`src/rtl/ilvw_pkg.sv`:
```
package ilvw_pkg;

    localparam int DATA_W          = 64;
    localparam int GRAN_BASE_SHIFT = 8;   // 256-byte minimum granule
    localparam int GRAN_MAX_CODE   = 6;   // 16 KiB largest granule
    localparam int WIN_ALIGN_BITS  = 28;  // 256 MiB window size unit

    typedef enum logic [1:0] {
        ST_IDLE,
        ST_SEND,
        ST_WAIT,
        ST_RESP
    } ctrl_state_e;

    typedef struct packed {
        logic              err;
        logic [DATA_W-1:0] data;
    } rsp_t;

    // Byte lanes kept for an access of nbytes, lowest lanes first.
    function automatic logic [DATA_W-1:0] lane_mask(input logic [3:0] nbytes);
        logic [DATA_W-1:0] m;
        m = '0;
        for (int b = 0; b < DATA_W / 8; b++) begin
            if (b < int'(nbytes)) m[b*8 +: 8] = 8'hFF;
        end
        return m;
    endfunction

    function automatic logic count_legal(input logic [3:0] cnt, input int max_ports);
        return (cnt != 4'd0) && ((cnt & (cnt - 4'd1)) == 4'd0) && (int'(cnt) <= max_ports);
    endfunction

    function automatic logic gran_legal(input logic [3:0] code);
        return int'(code) <= GRAN_MAX_CODE;
    endfunction

endpackage

```
`src/rtl/ilvw_cfg.sv`:
```
module ilvw_cfg
    import ilvw_pkg::*;
#(
    parameter int ADDR_W = 48,
    parameter int NPORT  = 8,
    parameter int PORT_W = 3
) (
    input  logic              clk,
    input  logic              rst,
    input  logic              cfg_valid,
    input  logic [ADDR_W-1:0] cfg_base,
    input  logic [ADDR_W-1:0] cfg_size,
    input  logic [3:0]        cfg_count,
    input  logic              cfg_gran_en,
    input  logic [3:0]        cfg_gran,
    output logic              win_on,
    output logic [ADDR_W-1:0] base_q,
    output logic [ADDR_W-1:0] size_q,
    output logic [2:0]        gran_q,
    output logic [PORT_W-1:0] mask_q,
    output logic              cfg_err
);

    localparam logic [ADDR_W-1:0] ALIGN_MASK = ADDR_W'((64'd1 << WIN_ALIGN_BITS) - 64'd1);

    logic       size_ok;
    logic       legal;
    logic [2:0] gran_eff;

    always_comb begin
        size_ok  = (cfg_size & ALIGN_MASK) == '0;
        legal    = size_ok && count_legal(cfg_count, NPORT) &&
                   (!cfg_gran_en || gran_legal(cfg_gran));
        gran_eff = cfg_gran_en ? cfg_gran[2:0] : 3'd0;
    end

    always_ff @(posedge clk) begin
        if (rst) begin
            win_on  <= 1'b0;
            base_q  <= '0;
            size_q  <= '0;
            gran_q  <= '0;
            mask_q  <= '0;
            cfg_err <= 1'b0;
        end else if (cfg_valid) begin
            if (legal) begin
                win_on  <= 1'b1;
                base_q  <= cfg_base;
                size_q  <= cfg_size;
                gran_q  <= gran_eff;
                mask_q  <= PORT_W'(cfg_count - 4'd1);
                cfg_err <= 1'b0;
            end else begin
                cfg_err <= 1'b1;
            end
        end
    end

endmodule

```
`src/rtl/ilvw_decode.sv`:
```
module ilvw_decode
    import ilvw_pkg::*;
#(
    parameter int ADDR_W = 48,
    parameter int PORT_W = 3
) (
    input  logic              win_on,
    input  logic [ADDR_W-1:0] base,
    input  logic [ADDR_W-1:0] size,
    input  logic [2:0]        gran,
    input  logic [PORT_W-1:0] mask,
    input  logic [ADDR_W-1:0] offset,
    output logic [ADDR_W-1:0] hpa,
    output logic              hit,
    output logic [PORT_W-1:0] port
);

    always_comb begin
        hpa  = base + offset;
        hit  = win_on && (offset < size);
        // Power-of-two target count: modulo reduces to a mask.
        port = PORT_W'(hpa >> (GRAN_BASE_SHIFT + int'(gran))) & mask;
    end

endmodule

```
`src/rtl/ilvw_ctrl.sv`:
```
module ilvw_ctrl
    import ilvw_pkg::*;
#(
    parameter int ADDR_W = 48,
    parameter int NPORT  = 8,
    parameter int PORT_W = 3
) (
    input  logic              clk,
    input  logic              rst,
    input  logic              req_valid,
    output logic              req_ready,
    input  logic              req_write,
    input  logic [3:0]        req_size,
    input  logic [DATA_W-1:0] req_wdata,
    input  logic [ADDR_W-1:0] dec_hpa,
    input  logic              dec_hit,
    input  logic [PORT_W-1:0] dec_port,
    output logic [NPORT-1:0]  dn_valid,
    input  logic [NPORT-1:0]  dn_ready,
    output logic [ADDR_W-1:0] dn_addr,
    output logic              dn_write,
    output logic [3:0]        dn_size,
    output logic [DATA_W-1:0] dn_wdata,
    input  logic              dn_rvalid,
    input  logic              dn_rmiss,
    input  logic [DATA_W-1:0] dn_rdata,
    output logic              rsp_valid,
    input  logic              rsp_ready,
    output logic              rsp_err,
    output logic [DATA_W-1:0] rsp_rdata
);

    ctrl_state_e       state;
    logic [ADDR_W-1:0] hpa_q;
    logic              wr_q;
    logic [3:0]        size_q;
    logic [DATA_W-1:0] wdata_q;
    logic [PORT_W-1:0] port_q;
    rsp_t              rsp_q;

    always_ff @(posedge clk) begin
        if (rst) begin
            state   <= ST_IDLE;
            hpa_q   <= '0;
            wr_q    <= 1'b0;
            size_q  <= '0;
            wdata_q <= '0;
            port_q  <= '0;
            rsp_q   <= '0;
        end else begin
            unique case (state)
                ST_IDLE: if (req_valid) begin
                    hpa_q   <= dec_hpa;
                    wr_q    <= req_write;
                    size_q  <= req_size;
                    wdata_q <= req_wdata;
                    port_q  <= dec_port;
                    if (dec_hit) begin
                        state <= ST_SEND;
                    end else begin
                        rsp_q.err  <= ~req_write;
                        rsp_q.data <= '0;
                        state      <= ST_RESP;
                    end
                end
                ST_SEND: if (dn_ready[port_q]) state <= ST_WAIT;
                ST_WAIT: if (dn_rvalid) begin
                    rsp_q.err  <= dn_rmiss & ~wr_q;
                    rsp_q.data <= (dn_rmiss || wr_q) ? '0 : (dn_rdata & lane_mask(size_q));
                    state      <= ST_RESP;
                end
                ST_RESP: if (rsp_ready) state <= ST_IDLE;
                default: state <= ST_IDLE;
            endcase
        end
    end

    always_comb begin
        req_ready = (state == ST_IDLE);
        dn_valid  = (state == ST_SEND) ? (NPORT'(1) << port_q) : '0;
        dn_addr   = hpa_q;
        dn_write  = wr_q;
        dn_size   = size_q;
        dn_wdata  = wdata_q;
        rsp_valid = (state == ST_RESP);
        rsp_err   = rsp_q.err;
        rsp_rdata = rsp_q.data;
    end

endmodule

```
`src/rtl/ilvw_router.sv`:
```
module ilvw_router
    import ilvw_pkg::*;
#(
    parameter int ADDR_W = 48,
    parameter int NPORT  = 8
) (
    input  logic              clk,
    input  logic              rst,
    input  logic              cfg_valid,
    input  logic [ADDR_W-1:0] cfg_base,
    input  logic [ADDR_W-1:0] cfg_size,
    input  logic [3:0]        cfg_count,
    input  logic              cfg_gran_en,
    input  logic [3:0]        cfg_gran,
    output logic              cfg_err,
    input  logic              req_valid,
    output logic              req_ready,
    input  logic              req_write,
    input  logic [ADDR_W-1:0] req_offset,
    input  logic [3:0]        req_size,
    input  logic [63:0]       req_wdata,
    output logic              rsp_valid,
    input  logic              rsp_ready,
    output logic              rsp_err,
    output logic [63:0]       rsp_rdata,
    output logic [NPORT-1:0]  dn_valid,
    input  logic [NPORT-1:0]  dn_ready,
    output logic [ADDR_W-1:0] dn_addr,
    output logic              dn_write,
    output logic [3:0]        dn_size,
    output logic [63:0]       dn_wdata,
    input  logic              dn_rvalid,
    input  logic              dn_rmiss,
    input  logic [63:0]       dn_rdata
);

    localparam int PORT_W = (NPORT > 1) ? $clog2(NPORT) : 1;

    logic              win_on;
    logic [ADDR_W-1:0] win_base;
    logic [ADDR_W-1:0] win_size;
    logic [2:0]        win_gran;
    logic [PORT_W-1:0] win_mask;
    logic [ADDR_W-1:0] dec_hpa;
    logic              dec_hit;
    logic [PORT_W-1:0] dec_port;

    ilvw_cfg #(.ADDR_W(ADDR_W), .NPORT(NPORT), .PORT_W(PORT_W)) u_cfg (
        .clk(clk), .rst(rst),
        .cfg_valid(cfg_valid), .cfg_base(cfg_base), .cfg_size(cfg_size),
        .cfg_count(cfg_count), .cfg_gran_en(cfg_gran_en), .cfg_gran(cfg_gran),
        .win_on(win_on), .base_q(win_base), .size_q(win_size),
        .gran_q(win_gran), .mask_q(win_mask), .cfg_err(cfg_err)
    );

    ilvw_decode #(.ADDR_W(ADDR_W), .PORT_W(PORT_W)) u_dec (
        .win_on(win_on), .base(win_base), .size(win_size), .gran(win_gran),
        .mask(win_mask), .offset(req_offset),
        .hpa(dec_hpa), .hit(dec_hit), .port(dec_port)
    );

    ilvw_ctrl #(.ADDR_W(ADDR_W), .NPORT(NPORT), .PORT_W(PORT_W)) u_ctrl (
        .clk(clk), .rst(rst),
        .req_valid(req_valid), .req_ready(req_ready), .req_write(req_write),
        .req_size(req_size), .req_wdata(req_wdata),
        .dec_hpa(dec_hpa), .dec_hit(dec_hit), .dec_port(dec_port),
        .dn_valid(dn_valid), .dn_ready(dn_ready), .dn_addr(dn_addr),
        .dn_write(dn_write), .dn_size(dn_size), .dn_wdata(dn_wdata),
        .dn_rvalid(dn_rvalid), .dn_rmiss(dn_rmiss), .dn_rdata(dn_rdata),
        .rsp_valid(rsp_valid), .rsp_ready(rsp_ready),
        .rsp_err(rsp_err), .rsp_rdata(rsp_rdata)
    );

endmodule

```
`config.mk`:
```
export PLATFORM = sky130hd
export DESIGN_NAME = ilvw_router
export DESIGN_NICKNAME = d
export VERILOG_FILES = /design/src/rtl/ilvw_pkg.sv /design/src/rtl/ilvw_cfg.sv /design/src/rtl/ilvw_decode.sv /design/src/rtl/ilvw_ctrl.sv /design/src/rtl/ilvw_router.sv
export SDC_FILE = /design/constraint.sdc
export NUM_CORES = 1
export LEC_CHECK = 0
export ABC_AREA = 1
export ABC_CLOCK_PERIOD_IN_PS = 3700
export BUFFER_PORTS_ARGS = -buffer_cell sky130_fd_sc_hd__clkbuf_2
export CORE_AREA = 4 4 190 192
export CTS_CLUSTER_DIAMETER = 150
export DETAILED_ROUTE_END_ITERATION = 8
export DIE_AREA = 0 0 194 196
export GPL_ROUTABILITY_DRIVEN = 1
export PLACE_DENSITY = 0.77
export SYNTH_ARGS = -nofsm -noshare
export SYNTH_HDL_FRONTEND = slang
export SYNTH_SLANG_ARGS = --single-unit
```
`constraint.sdc`:
```
create_clock -name clk -period 3.7 [get_ports clk]
set_clock_uncertainty 0.15 [all_clocks]
set_input_delay 0.74 -clock clk [delete_from_list [all_inputs] [get_ports clk]]
set_output_delay 0.74 -clock clk [all_outputs]
set_load 0.05 [all_outputs]
```
Word level (Yosys, flattened, before mapping)
Cells that the tools add are included.
{ "word_totals": {"ff_bits": 291, "latchBits": 0, "mem_bits_rw": 0, "mem_bits_ro": 0, "inputBits": 301, "mem_count": 0} }
{ "op_classes": {"addsub": 3, "multipliers": 0, "n_div": 0, "order_cmp": 12, "eq_ne": 8, "n_shift": 2, "mux": 48, "bitwise": 6, "n_reduce_logical": 17} }
{ "op_table": {"columns": ["cell", "n"], "rows": [
  ["two-way mux 8 bit", 33],
  ["two-way mux 65 bit", 3],
  ["case mux 65 bit (2 select lines)", 1],
  ["AND 64 bit", 1],
  ["two-way mux 64 bit", 1],
  ["adder 48 bit", 1],
  ["zero test 48 bit", 1],
  ["less-than comparator 48 bit", 1],
  ["right shift 48 x 32 -> 3 bit", 1],
  ["less-than comparator 3 x 4 -> 1 bit (first input constant)", 4],
  ["two-way mux 2 bit", 5],
  ["less-than comparator 1 x 4 -> 1 bit (first input constant)", 2],
  ["less-than comparator 2 x 4 -> 1 bit (first input constant)", 2],
  ["case mux 2 bit (4 select lines)", 1],
  ["AND reduction 4 bit", 2],
  ["<< shifter 1 x 3 -> 8 bit (first input constant)", 1],
  ["!= test 2 bit (second input constant)", 3],
  ["adder 4 x 3 -> 5 bit (first input constant)", 1],
  ["logical AND 1 bit", 5],
  ["AND 4 bit", 1],
  ["== test 2 bit (second input constant)", 2],
  ["less-or-equal comparator 4 x 3 -> 1 bit (second input constant)", 1],
  ["less-or-equal comparator 4 bit (second input constant)", 1],
  ["zero test 4 bit", 1],
  ["16 further kinds", 21]
]} }

Longest topological paths before layout
Gate-level depths: netlist of the first run.
{ "logic_depth": {"depth_word": 9, "ltp_mapped": 18, "mapped_depth_nobuf": 17} }

Cells and area by module
A second synthesis of the first run with hierarchy kept.
{ "unflattened": {"cells_unflattened": 2439, "hier_area_um2": 16817.4} }
{ "by_module_without_submodules": {"columns": ["mod", "instances", "cells_per_inst", "area_per_inst_um2", "seq_area_each_um2"], "rows": [
  ["ilvw_ctrl", 1, 903, 6988.0, 3743.6],
  ["ilvw_decode", 1, 889, 4964.8, 0.0],
  ["ilvw_cfg", 1, 647, 4864.7, 2082.0]
]} }

Least setup slack after synthesis of the first run
OpenSTA, ideal clock, no wires.
{ "synth_path": {"kind": "input to register", "startpoint": "input req_offset[0]", "endpoint": "register u_ctrl.hpa_q[28] (netlist: u_ctrl.dn_addr[28])", "setup_time_ns": 0.115, "t_arrival_ns": 2.408, "required_time_ns": 3.435, "slack_ns": 1.026, "cell_stages": 11, "n_path_buf": 0, "path_cell_list": "ha_1 -> fa_1 -> nand3_1 -> nand3_1 -> nand3_1 -> nand3_1 -> a21oi_1 -> o21ai_1 -> xor2_1 -> o21ai_0 -> inv_1"} }
{ "synth_between": {"elab_chain_cells": 1} }
{ "synth_rtl": {"columns": ["element", "line_no", "text"], "rows": [
  ["start: declaration", "ilvw_router.sv:19", "input logic [ADDR_W-1:0] req_offset,"],
  ["adder 48 bit", "ilvw_decode.sv:19", "hpa = base + offset;"],
  ["end signal: assignment", "ilvw_ctrl.sv:53", "hpa_q <= dec_hpa;"],
  ["end: declaration", "ilvw_ctrl.sv:34", "logic [ADDR_W-1:0] hpa_q;"]
]} }
No other way between the ends.
A chain may end at the register's enable or synchronous reset.

Worst setup path in the final report of the first run
{ "layout_path": {"startpoint": "register u_cfg.size_q[27]", "endpoint": "register u_ctrl.rsp_q (netlist bit u_ctrl.rsp_rdata[8])"} }
{ "layout_between": {"elab_chain_cells": 4} }
{ "layout_rtl": {"columns": ["element", "line_no", "text"], "rows": [
  ["start: declaration", "ilvw_cfg.sv:18", "output logic [ADDR_W-1:0] size_q,"],
  ["start signal: assignment", "ilvw_cfg.sv:49", "size_q <= cfg_size;"],
  ["less-than comparator 48 bit", "ilvw_decode.sv:20", "hit = win_on && (offset < size);"],
  ["logical AND 1 bit", "ilvw_decode.sv:20", null],
  ["!= test 2 bit (no line)", null, null],
  ["AND reduction 4 bit (no line)", null, null],
  ["end: declaration", "ilvw_ctrl.sv:39", "rsp_t rsp_q;"]
]} }
No other way between the ends.

==> impl_metrics.yaml, run 1 <==
synthesis:
  yosysUniqueCellTypes: 53
  async_reset_ff_share_pct: 0
  synthFlopType: "dfxtp_1"
  yosys-top-cells-count: "nor2_1 (529), nand2_1 (404), inv_1 (302), dfxtp_1 (291), o21ai_0 (187)"
  synth-simple-area-share_pct: 30.5
  synth_fa_ha_area_share_pct: 7.88
  synth.mux.area_fraction_pct: 0
  syn_area_per_cell_um2: 6.71
  synth_xor_area_share_pct: 1.08
  synth_edf_count: 0
  synth_compound_area_share_pct: 14.6
  synth_top_area_cell: "dfxtp_1"
  yosys_register_bits: 291
  synth_most_common_cell: "nor2_1"
  yosys_warnings: 0
  synth.net_count: 2828
  ys_seq_area_share_pct: 35.8
  syn_area_um2: 16300
  synthTopCellsByArea: "dfxtp_1 (36%), nor2_1 (12%), nand2_1 (9.3%), ha_1 (7.8%), inv_1 (7.0%)"
  synth.top_cell.area_share_pct: 35.8
  syn_inst: 2425
  synth_top_family_by_area: "simple AND/OR/NAND/NOR gates"
sta:
  setup_viol: 0
  grt_setup_unrepaired: "no"
  relSlewSlack_pct: 42.4
  fin_crit_ns: 2.86
  fmax_mhz: 350
  finalHoldViolations: 0
  worst_slack_ns: 0.839
  tns_ns: 0
  slew_viol_final: 0
  worst_pin_slew_ns: 0.865
  min_period_over_period_pct: 77.3
power:
  power.leakage_nw: 10.3
  p_int_w: 0.00712
  ir_drop_uv: 533
  switchingPower_w: 0.00578
  seqPwrFrac_pct: 31.7
  p_comb_share_pct: 42.7
  clock_power_share_pct: 25.6
  p_sw_share_pct: 44.8
  power.density_nw_per_um2: 641
cts:
  clockRootBuffer: "clkbuf_16"
  post-cts-setup-buffer-count: 0
  cts_resized: 0
  numCtsBuffers: 34
  cts_hold_buf: 0
  cts_buffer_depth: 3
  insertion_delay_ns: 0.53
  clock-sinks: 291
  tritoncts: "done"
  htree_levels: 2
  clk_pin_slew_ns: 0.06
routing:
  first_iter_violations: 1292
  drt-wirelength-per-cell_um: 17.5
  wirelength_mm: 58.6
  dr.pass1.iters: 5
  viasPerCell: 5.24
  vias: 17500
  ant_nets: 0
  drc: 0
setup_path:
  arrival_ns: 3.12
  crit_path_max_fanout: 25
  start_kind: "flop"
  path_class: "flop to flop"
  end_kind: "flop"
  cp.required_ns: 3.96
placed_design:
  dpl.hpwl_mm: 45.8
  place_ws_ns: 0.504
  placed_area_um2: 19000
  place_congestion: 0.995
  place.port_buffers: 493
layout:
  multi_input_area_um2: 8820
  nets: 3270
  n_fill_cell: 3359
  fin_area_um2: 20100
  drive_gt1_share_pct: 22.3
  regArea_um2: 5830
  syn_to_final_growth_pct: 23.7
grt:
  grt_max_degree: 123
  antenna_found_initial: 8
  grtUsageTotal_pct: 28.9
  grt_overflow: 0
  grt_pass1_vias: 16700
  grt_pass1_wl_mm: 89.5
floorplan:
  die_y_um: 196
  fp.dieArea_um2: 38000
  num_io_pins: 494
  core_um2: 34400
  die_w_um: 194
  rows: 68
  start_util_pct: 47.4
status:
  run_status: "finished, final reports clean"
hold_path:
  min_path_type: "primary input to flop"
run:
  maxCapViolCount: 0
power groups by stage:
stage	clock [W]	sequential, W	combinational (W)
5_1_grt	0.00347	0.00415	0.00595
3_3_place_gp	0	0.00412	0.00538
6_report	0.00330	0.00409	0.00550
2_1_floorplan	0	0.00603	0.00223
4_1_cts	0.00336	0.00408	0.00550
3_5_place_dp	0	0.00414	0.00548
stage by stage:
stage | power [W] | hold WS, ns | util [%] | cells
floorplan | 0.00825 | 0.270 | - | 2425
global placement | 0.00950 | 0.293 | 55.4 | 3286
detailed placement | 0.00963 | 0.300 | 55.4 | 3286
CTS | 0.0129 | 0.289 | 58.5 | 3343
global route | 0.0136 | 0.296 | 58.6 | 3346
finish | 0.0129 | 0.298 | 58.6 | 3348
cells in the final DEF (no fill, tap or decap), drive strengths merged, types with 5 or more instances in the layout:
cell type,count
clkinv,8
buf,13
xnor2,9
xor2,11
nor3,13
a21oi,149
o211ai,14
clkbuf,541
ha,101
o21bai,7
inv,311
nand3,167
o21a,5
a211oi,24
or2,5
nand4,23
diode,5
nand2,422
o21ai,201
dfxtp,291
nor2,537
nor4,10
final cells by class:
cell class	instances	area share, %
Multi-Input combinational cell	1723	43.8
Inverter	311	5.84
Timing Repair Buffer	506	13.1
Clock buffer	48	5.04
Sequential cell	291	28.9
Clock inverter	9	0.385
Tap cell	455	2.83
Antenna cell	5	0.0621
cells by family after synthesis:
family | Yosys count
AND/OR/NAND/NOR | 1185
AO/OA/AOI/OAI | 416
flip-flops | 291
buffers and inverters | 411
adder cells (fa/ha/maj) | 102
XOR/XNOR | 20
sequential cells by signal, indices dropped and copies added, names as in the netlist:
signal / count
u_ctrl.dn_wdata: 64
u_ctrl.rsp_rdata: 64
u_cfg.base_q: 48
u_cfg.size_q: 48
u_ctrl.dn_addr: 48
u_ctrl.dn_size: 4
u_cfg.gran_q: 3
u_cfg.mask_q: 3
u_ctrl.port_q: 3
u_ctrl.state: 2
u_cfg.cfg_err: 1
u_cfg.win_on: 1
u_ctrl.dn_write: 1
u_ctrl.rsp_err: 1
per-layer routing:
metal | GRT usage (%) | vias to the layer above | wire length, µm
met4 | 11.5 | 4 | 2420
met3 | 7.30 | 155 | 5560
met1 | 36.4 | 7948 | 23500
met2 | 47.8 | 759 | 27100
met5 | 0 | - | 27
li1 | - | 8673 | -
critical path, cell delays in order (launching register included):
cell and delay, ns:
dfxtp_1 0.31, inv_1 0.12, ha_1 0.33, nand2_1 0.07, nor3_1 0.35, nand3b_1 0.26
nor3_2 0.23, nand2_1 0.13, nand4_4 0.18, buf_4 0.34, nand3_1 0.14, nand2_1 0.10
nor2_1 0.05
path summary, 6_finish.rpt:
kind,startpoint,to,slack (ns),cells past startpoint
worst min-delay path,cfg_base[15],u_cfg.base_q[15],0.30,3
worst min register to register,u_cfg.size_q[0],u_cfg.size_q[0],0.31,2
worst max register to register,u_cfg.size_q[27],u_ctrl.rsp_rdata[8],0.84,12
worst max-delay path,u_cfg.size_q[27],u_ctrl.rsp_rdata[8],0.84,12
Note: power is estimated with default switching activity, not from simulation.
==> run 2: changes to the inputs <==
ABC_CLOCK_PERIOD_IN_PS = 2800   (was 3700)
CORE_AREA = 4 4 191 193   (was 4 4 190 192)
DIE_AREA = 0 0 195 197   (was 0 0 194 196)
clock period = 2.8 ns   (was 3.7 ns; I/O delays follow)
==> run 2 against run 1 <==
  * Die area rose by 1.0%
  * Design area rose by 6.3%
  * Final cell count rose by 4.5%
  * Sequential share of layout area fell by 1.7 points
  * Maximum frequency rose by 9.5%
  * First-iteration DRC count fell by 7.4%
  * Sequential power rose by 33%
  * Critical path type unchanged
  * Critical endpoint is now u_ctrl.rsp_rdata[11]
  * Highest routed layer unchanged
==> impl_metrics.yaml, run 2 (same netlist as run 1, synthesis figures left out) <==
status:
  run_status: "finished, final reports clean"
cts:
  clockRootBuffer: "clkbuf_16"
  post-cts-setup-buffer-count: 0
  htree_levels: 2
  insertion_delay_ns: 0.53
  clock-sinks: 291
  numCtsBuffers: 34
  cts_hold_buf: 0
  tritoncts: "done"
  cts_buffer_depth: 3
  clk_pin_slew_ns: 0.06
routing:
  route.met2.wl_mm: 27.8
  ant_nets: 0
  wl_met3_mm: 4.36
  wl_met1_mm: 25.5
  dr.pass1.iters: 6
  drc: 0
  drt-wirelength-per-cell_um: 17.1
  wirelength_mm: 59.9
  first_iter_violations: 1197
  viasPerCell: 5.11
  highest_layer: "met5"
  vias: 17900
layout:
  n_fill_cell: 3279
  nets: 3421
  multi_input_area_um2: 8820
  syn_to_final_growth_pct: 31.4
  fin_area_um2: 21400
  post-route-util_pct: 62.0
  final_common_cell: "nor2_1"
  drive_gt1_share_pct: 26.2
  layout_common_cells: "nor2_1 (529), clkbuf_2 (493), nand2_1 (402)"
  regArea_um2: 5830
power:
  p_int_w: 0.00981
  ir_drop_uv: 766
  clock_power_share_pct: 26.5
  power.density_nw_per_um2: 820
  power.leakage_nw: 11.1
  total_power_w: 0.0176
  switchingPower_w: 0.00775
  p_comb_share_pct: 42.6
  p_sw_share_pct: 44.1
  seqPwrFrac_pct: 30.9
placed_design:
  place_ws_ns: -0.133
  placed_area_um2: 20200
  dpl.hpwl_mm: 48.0
  place.port_buffers: 493
  place_congestion: 1.03
floorplan:
  die_y_um: 197
  die_w_um: 195
  num_io_pins: 494
  fp.dieArea_um2: 38400
  start_util_pct: 47.1
  core_um2: 34500
  rows: 68
grt:
  grt_pass1_vias: 17000
  grt_pass1_wl_mm: 91.4
  grtUsageTotal_pct: 29.4
  grt_overflow: 0
  grt_max_degree: 69
  antenna_found_initial: 7
sta:
  worst_slack_ns: 0.187
  finalHoldViolations: 0
  holdWs_ns: 0.111
  worst_pin_slew_ns: 0.753
  setup_viol: 0
  grt_setup_unrepaired: "no"
  relSlewSlack_pct: 49.6
  min_period_over_period_pct: 93.3
  slew_viol_final: 0
  fmax_mhz: 383
  fin_crit_ns: 2.61
setup_path:
  crit_path_max_fanout: 42
  cp.required_ns: 3.07
  end_kind: "flop"
  start_kind: "flop"
  path_class: "flop to flop"
  arrival_ns: 2.89
hold_path:
  min_path_type: "primary input to flop"
run:
  maxCapViolCount: 0
-- run 2: cell types whose count changed in the layout (fill, tap and decap cells not counted), moves of 2 or more --
cell       delta
clkinv_2      -3
inv_6         +2
clkbuf_1      +2
clkbuf_8      -4
buf_4       +146
buf_12        +5
bufinv_16     +4
-- run 2: final cells by class --
type	instances	area share, %
clock inverters	13	1.01
flip-flops and latches	291	27.2
diodes	5	0.0585
well taps	455	2.66
multi-input cells	1723	41.2
repair buffers	657	17.9
inverters	311	5.49
clock buffers	45	4.40
-- run 2: worst max-delay path, stage by stage (launching register included) --
cell and delay [ns]:
dfxtp_1 0.30, inv_1 0.07, ha_1 0.33, a21oi_1 0.18
o21ai_1 0.09, a21oi_1 0.21, nand2_1 0.18, a21oi_2 0.22
nand4_4 0.25, buf_12 0.27, a21oi_1 0.17, nor2_1 0.07
-- run 2: final timing paths --
path	from	cells past startpoint	to	slack, ns
worst max-delay path	u_cfg.size_q[31]	11	u_ctrl.rsp_rdata[11]	0.19
worst min-delay path	cfg_base[47]	3	u_cfg.base_q[47]	0.11
worst max register to register	u_cfg.size_q[31]	11	u_ctrl.rsp_rdata[11]	0.19
worst min register to register	u_cfg.size_q[3]	2	u_cfg.size_q[3]	0.30
-- run 2: per-stage QoR --
stage                     setup TNS (ns)  instances
after floorplan                        0       2425
after detailed placement           -4.93       3437
after CTS                              0       3495
after global placement             -9.62       3437
final                                  0       3500
after global routing                   0       3499
-- run 2: power by group through the flow --
stage	clock network (W)	logic [W]	registers, W
6_report	0.00465	0.00748	0.00543
5_1_grt	0.00490	0.00809	0.00550
4_1_cts	0.00471	0.00750	0.00542
3_3_place_gp	0	0.00734	0.00547
2_1_floorplan	0	0.00294	0.00796
3_5_place_dp	0	0.00747	0.00550
-- run 2: routing by layer --
layer  track usage, %  up-vias
met5                0        -
met1             38.5     8138
met3             5.90      133
li1                 -     8956
met2             48.3      651
met4             11.0        4
-- run 2: what timing repair did --
item / CTS / global route
hold endpoints to repair: 0 / 0
resized for setup: 0 / 1
setup endpoints to repair: 0 / 1
